### src/rtl/fold_fir_pkg.sv
package fold_fir_pkg;

    // Controller states: waiting for a sample, stepping through taps, publishing.
    typedef enum logic [1:0] {
        FS_IDLE = 2'd0,
        FS_LOOP = 2'd1,
        FS_DONE = 2'd2
    } fir_state_e;

endpackage

### src/rtl/fold_fir_ctrl.sv
module fold_fir_ctrl
    import fold_fir_pkg::*;
#(
    parameter int TAPS  = 4,
    parameter int IDX_W = 2
) (
    input  logic             clk,
    input  logic             rst,
    input  logic             in_valid,
    output logic             accept,
    output logic             step,
    output logic             finish,
    output logic             busy,
    output logic [IDX_W-1:0] idx
);

    typedef struct packed {
        fir_state_e       st;
        logic [IDX_W-1:0] idx;
    } ctrl_t;

    ctrl_t ctl_d, ctl_q;

    always_comb begin
        ctl_d = ctl_q;
        unique case (ctl_q.st)
            FS_IDLE: begin
                if (in_valid) begin
                    ctl_d.st  = FS_LOOP;
                    ctl_d.idx = IDX_W'(TAPS - 1);
                end
            end
            FS_LOOP: begin
                if (ctl_q.idx == '0) begin
                    ctl_d.st = FS_DONE;
                end else begin
                    ctl_d.idx = ctl_q.idx - 1'b1;
                end
            end
            FS_DONE: begin
                ctl_d.st = FS_IDLE;
            end
            default: begin
                ctl_d.st = FS_IDLE;
            end
        endcase
    end

    always_ff @(posedge clk) begin
        if (rst) begin
            ctl_q <= '{st: FS_IDLE, idx: '0};
        end else begin
            ctl_q <= ctl_d;
        end
    end

    assign accept = (ctl_q.st == FS_IDLE) && in_valid;
    assign step   = (ctl_q.st == FS_LOOP);
    assign finish = (ctl_q.st == FS_DONE);
    assign busy   = (ctl_q.st != FS_IDLE);
    assign idx    = ctl_q.idx;

endmodule

### src/rtl/fold_fir_dline.sv
module fold_fir_dline #(
    parameter int TAPS   = 4,
    parameter int DATA_W = 16,
    parameter int IDX_W  = 2
) (
    input  logic              clk,
    input  logic              rst,
    input  logic              accept,
    input  logic              step,
    input  logic [IDX_W-1:0]  idx,
    input  logic [DATA_W-1:0] in_sample,
    output logic [DATA_W-1:0] tap_val
);

    typedef struct packed {
        logic [TAPS-1:0][DATA_W-1:0] line;
        logic [DATA_W-1:0]           smp;
    } dline_t;

    dline_t dl_d, dl_q;

    // Value each entry takes when its index is visited: the held sample for
    // entry 0, otherwise the neighbour one place nearer the input.
    logic [DATA_W-1:0] src [TAPS];

    for (genvar k = 0; k < TAPS; k++) begin : g_src
        if (k == 0) begin : g_head
            assign src[k] = dl_q.smp;
        end else begin : g_body
            assign src[k] = dl_q.line[k-1];
        end
    end

    always_comb begin
        dl_d = dl_q;
        if (accept) begin
            dl_d.smp = in_sample;
        end
        if (step) begin
            for (int k = 0; k < TAPS; k++) begin
                if (idx == IDX_W'(k)) begin
                    dl_d.line[k] = src[k];
                end
            end
        end
    end

    always_ff @(posedge clk) begin
        if (rst) begin
            dl_q <= '0;
        end else begin
            dl_q <= dl_d;
        end
    end

    // The multiplier sees the value the visited entry is being updated to.
    assign tap_val = src[idx];

endmodule

### src/rtl/fold_fir_mac.sv
module fold_fir_mac #(
    parameter int DATA_W = 16,
    parameter int COEF_W = 16,
    parameter int ACC_W  = 34
) (
    input  logic              clk,
    input  logic              rst,
    input  logic              accept,
    input  logic              step,
    input  logic              finish,
    input  logic [DATA_W-1:0] tap_val,
    input  logic [COEF_W-1:0] coef_val,
    output logic              out_valid,
    output logic [ACC_W-1:0]  out_data
);

    localparam int PROD_W = DATA_W + COEF_W;
    localparam int GUARD  = ACC_W - PROD_W;

    typedef struct packed {
        logic [ACC_W-1:0] acc;
        logic [ACC_W-1:0] res;
        logic             vld;
    } mac_t;

    mac_t mac_d, mac_q;

    logic [PROD_W-1:0] a_ext;
    logic [PROD_W-1:0] b_ext;
    logic [PROD_W-1:0] prod;
    logic [ACC_W-1:0]  prod_ext;

    assign a_ext    = {{COEF_W{tap_val[DATA_W-1]}}, tap_val};
    assign b_ext    = {{DATA_W{coef_val[COEF_W-1]}}, coef_val};
    assign prod     = a_ext * b_ext;
    assign prod_ext = {{GUARD{prod[PROD_W-1]}}, prod};

    always_comb begin
        mac_d     = mac_q;
        mac_d.vld = 1'b0;
        if (accept) begin
            mac_d.acc = '0;
        end else if (step) begin
            mac_d.acc = mac_q.acc + prod_ext;
        end
        if (finish) begin
            mac_d.res = mac_q.acc;
            mac_d.vld = 1'b1;
        end
    end

    always_ff @(posedge clk) begin
        if (rst) begin
            mac_q <= '0;
        end else begin
            mac_q <= mac_d;
        end
    end

    assign out_valid = mac_q.vld;
    assign out_data  = mac_q.res;

endmodule

### src/rtl/fold_fir.sv
module fold_fir #(
    parameter int DATA_W = 16,
    parameter int COEF_W = 16,
    parameter int TAPS   = 4
) (
    input  logic                                      clk,
    input  logic                                      rst,
    input  logic                                      in_valid,
    input  logic [DATA_W-1:0]                         in_sample,
    input  logic [TAPS*COEF_W-1:0]                    coef,
    output logic                                      busy,
    output logic                                      out_valid,
    output logic [DATA_W+COEF_W+$clog2(TAPS)-1:0]     out_data
);

    localparam int IDX_W  = $clog2(TAPS);
    localparam int PROD_W = DATA_W + COEF_W;
    localparam int ACC_W  = PROD_W + $clog2(TAPS);

    logic             accept;
    logic             step;
    logic             finish;
    logic [IDX_W-1:0] idx;
    logic [DATA_W-1:0] tap_val;
    logic [COEF_W-1:0] coef_val;

    fold_fir_ctrl #(
        .TAPS  (TAPS),
        .IDX_W (IDX_W)
    ) u_ctrl (
        .clk      (clk),
        .rst      (rst),
        .in_valid (in_valid),
        .accept   (accept),
        .step     (step),
        .finish   (finish),
        .busy     (busy),
        .idx      (idx)
    );

    fold_fir_dline #(
        .TAPS   (TAPS),
        .DATA_W (DATA_W),
        .IDX_W  (IDX_W)
    ) u_dline (
        .clk       (clk),
        .rst       (rst),
        .accept    (accept),
        .step      (step),
        .idx       (idx),
        .in_sample (in_sample),
        .tap_val   (tap_val)
    );

    // Coefficient for the tap being visited this cycle.
    assign coef_val = coef[idx*COEF_W +: COEF_W];

    fold_fir_mac #(
        .DATA_W (DATA_W),
        .COEF_W (COEF_W),
        .ACC_W  (ACC_W)
    ) u_mac (
        .clk       (clk),
        .rst       (rst),
        .accept    (accept),
        .step      (step),
        .finish    (finish),
        .tap_val   (tap_val),
        .coef_val  (coef_val),
        .out_valid (out_valid),
        .out_data  (out_data)
    );

endmodule

### config.mk
export PLATFORM = sky130hd
export DESIGN_NAME = fold_fir
export DESIGN_NICKNAME = d
export VERILOG_FILES = /design/src/rtl/fold_fir_pkg.sv /design/src/rtl/fold_fir_ctrl.sv /design/src/rtl/fold_fir_dline.sv /design/src/rtl/fold_fir_mac.sv /design/src/rtl/fold_fir.sv
export SDC_FILE = /design/constraint.sdc
export NUM_CORES = 1
export LEC_CHECK = 0
export ABC_AREA = 1
export BUFFER_PORTS_ARGS = -buffer_cell sky130_fd_sc_hd__buf_2
export CORE_ASPECT_RATIO = 0.8
export CORE_UTILIZATION = 65
export CTS_CLUSTER_DIAMETER = 50
export DETAILED_ROUTE_END_ITERATION = 16
export PLACE_DENSITY_LB_ADDON = 0.1
export SYNTH_ARGS = -nofsm -noshare
export SYNTH_HDL_FRONTEND = slang
export SYNTH_SLANG_ARGS = --single-unit
export TNS_END_PERCENT = 20
### constraint.sdc
create_clock -name clk -period 16.9 [get_ports clk]
set_input_delay 0.845 -clock clk [delete_from_list [all_inputs] [get_ports clk]]
set_output_delay 0.845 -clock clk [all_outputs]
set_load 0.05 [all_outputs]
==> impl_metrics.env <==
export IMPL_post_route_drc_count=0
export IMPL_clockBufferDepth=2
export IMPL_die_w_um=189
export IMPL_fp_row_count=54
export IMPL_core_um2=27400
export IMPL_hp_class="flop to flop"
export IMPL_synth_seq_cells=137
export IMPL_postSynthCellCount=2458
export IMPL_dp_hpwl_um=41300
export IMPL_grt_pass1_vias=15638
export IMPL_ys_flop_type="dfxtp_1"
export IMPL_fin_crit_sh=0.567
export IMPL_firstDrtPassIters=5
export IMPL_tns_ns=0
export IMPL_portBuffers=118
export IMPL_antenna_left=0
export IMPL_fmax_ghz=0.104
export IMPL_vias=16138
export IMPL_synth_area_leader_cell="fa_1"
export IMPL_post_drt_via_cell_ratio=5.61
export IMPL_postCtsSetupBuffers=0
export IMPL_async_reset_ff_frac=0
export IMPL_drive_gt1_frac=0.0875
export IMPL_ctsHoldBuffers=0
export IMPL_cts_sinks=137
export IMPL_worst_slew_pin_slew_ns=1.31
export IMPL_die_h_um=152
export IMPL_critPathSlowestCell="a32oi_1"
export IMPL_cts_tree="done"
export IMPL_min_period_ns=9.59
export IMPL_gr_usage_all_layers=0.372
export IMPL_drtIter0Drc=1425
export IMPL_setup_viol=0
export IMPL_overflow=0
export IMPL_cpMostUsedCell="nand2_1"
export IMPL_syn_avg_cell_area_um2=7.39
export IMPL_drv_slew=0
export IMPL_antenna_cells=0
export IMPL_nFillCells=2251
export IMPL_slew_headroom=0.128
export IMPL_drv_cap=0
export IMPL_worstSetupPathType="flop to flop"
export IMPL_grt_max_degree=66
export IMPL_initial_utilization=0.664
export IMPL_antenna_found_initial=0
export IMPL_critPathMaxStageDelay_ns=1.00
export IMPL_nets=2964
export IMPL_hold_viol_final=0
export IMPL_synth_most_common_cell="nand2_1"
export IMPL_cts_buffers=17
export IMPL_area_growth_pct=6.66
export IMPL_synth_common_cells="nand2_1, inv_1, nor2_1"
export IMPL_htree_num_levels=4
export IMPL_synth_edff_count=0
export IMPL_critPathCaptureType="flop"
export IMPL_rsz0062_at_grt="false"
export IMPL_syn_num_nets=2922
export IMPL_synthTopCellsByArea="fa_1, dfxtp_1, nand2_1"
export IMPL_die_area_um2=28600
export IMPL_grt_pass1_wl_um=82200
export IMPL_routed_wl_um=51700
export IMPL_gp_congestion=1.03
export IMPL_cts_root_buf="clkbuf_16"
export IMPL_syn_cell_area_um2=18200
export IMPL_clock_latency_ns=0.43
export IMPL_synth_top_area_frac=0.290
export IMPL_clk_pin_slew_ns=0.07
export IMPL_cts_resized=0
export IMPL_io_pin_count=119
export IMPL_yosysSeqAreaShare=0.151
export IMPL_path_max_fanout=51
export IMPL_ys_warn_count=0
export IMPL_synthDistinctLibCells=46
export IMPL_crit_arrival_ns=9.96
export IMPL_cp_start_kind="flop"
export IMPL_worstPathRequired_ns=17.27
export IMPL_outcome="complete, no violations"
export IMPL_wl_per_cell_um=18.0
export IMPL_finClkSkew_ns=0.0121
[sequential cells by signal (all words and copies together) (netlist names)]
| signal | cells |
|---|---|
| u_dline.dl_q | 64 |
| u_mac.out_data | 34 |
| u_mac.out_valid | 1 |
| u_ctrl.idx | 2 |
| u_mac.mac_q | 34 |
| u_ctrl.ctl_q | 2 |
[path summary, 6_finish.rpt]
check,cells past startpoint,endpoint,slack (ns),from
worst min-delay path,2,u_dline.dl_q[49]$_SDFFE_PP0P_,0.47,u_dline.dl_q[49]$_SDFFE_PP0P_
worst min register to register,2,u_dline.dl_q[49]$_SDFFE_PP0P_,0.47,u_dline.dl_q[49]$_SDFFE_PP0P_
worst max register to register,38,u_mac.mac_q[68]$_SDFFE_PP0P_,7.31,u_ctrl.idx[1]$_SDFFE_PP0P_
worst max-delay path,38,u_mac.mac_q[68]$_SDFFE_PP0P_,7.31,u_ctrl.idx[1]$_SDFFE_PP0P_
[cell families (layout without fill, tap and decap cells)]
kind of cell	count (synthesis)	after routing	share of synthesized area
compound gates	323	323	0.108
xor+xnor	46	46	0.0222
fa+ha+maj	381	381	0.371
buf+inv	585	640	0.130
flops	137	137	0.151
simple gates	986	986	0.218
[metrics by stage]
step / hold WS [ns] / util / cells / instance area [um2] / setup WS, ns
after global placement: 0.448 / 0.687 / 2845 / 18800 / 7.55
after floorplan: 0.441 / - / 2458 / 18200 / 9.50
after detailed placement: 0.457 / 0.687 / 2845 / 18800 / 7.42
final: 0.469 / 0.709 / 2877 / 19400 / 7.31
after CTS: 0.465 / 0.709 / 2877 / 19400 / 7.38
after global routing: 0.486 / 0.709 / 2877 / 19400 / 6.68
[cell type report]
class / count / area, um2 / area share
Tap cell: 364 / 455 / 0.0235
Clock inverter: 14 / 159 / 0.00820
Inverter: 465 / 1750 / 0.0900
Sequential cell: 137 / 2740 / 0.142
Multi-Input combinational cell: 1736 / 13100 / 0.674
Clock buffer: 18 / 439 / 0.0227
Timing Repair Buffer: 143 / 778 / 0.0401
[metal layers]
layer,GRT usage,part of all wire
met1,0.508,0.42
met2,0.568,0.43
met3,0.107,0.11
met4,0.125,0.036
met5,0,0
[worst max-delay path, delay by kind of cell (launching register included)]
| kind | cells | cell delay (ns) |
|---|---|---|
| and+or+nand+nor | 17 | 2.02 |
| DFF | 1 | 0.35 |
| adders and majority gates | 8 | 3.71 |
| AOI/OAI and AO/OA | 4 | 1.48 |
| buffers and inverters | 8 | 1.82 |
| xor gates and xnor gates | 1 | 0.15 |
[layout by cell type (no fill, tap or decap), types with 5 or more instances in the layout]
cell type,synthesis,layout
xor2_1,29,29
a21oi_2,5,5
ha_1,118,118
o221ai_1,5,5
clkbuf_16,0,17
buf_4,37,25
a21oi_1,143,143
inv_1,457,456
nor2_2,5,6
o21ai_1,8,8
nand3_1,95,95
nand2_1,501,501
inv_6,0,6
xnor2_1,17,17
nor3_1,11,11
a32oi_2,11,11
nor2_1,348,347
buf_2,28,118
a32oi_1,20,20
nand4_1,6,6
a21o_1,11,11
inv_2,6,7
o21bai_1,16,16
fa_1,263,263
o21ai_0,89,89
dfxtp_1,137,136
Power is not shown: default switching activity piles up to over one toggle a cycle in this logic, so the estimate is an artifact.
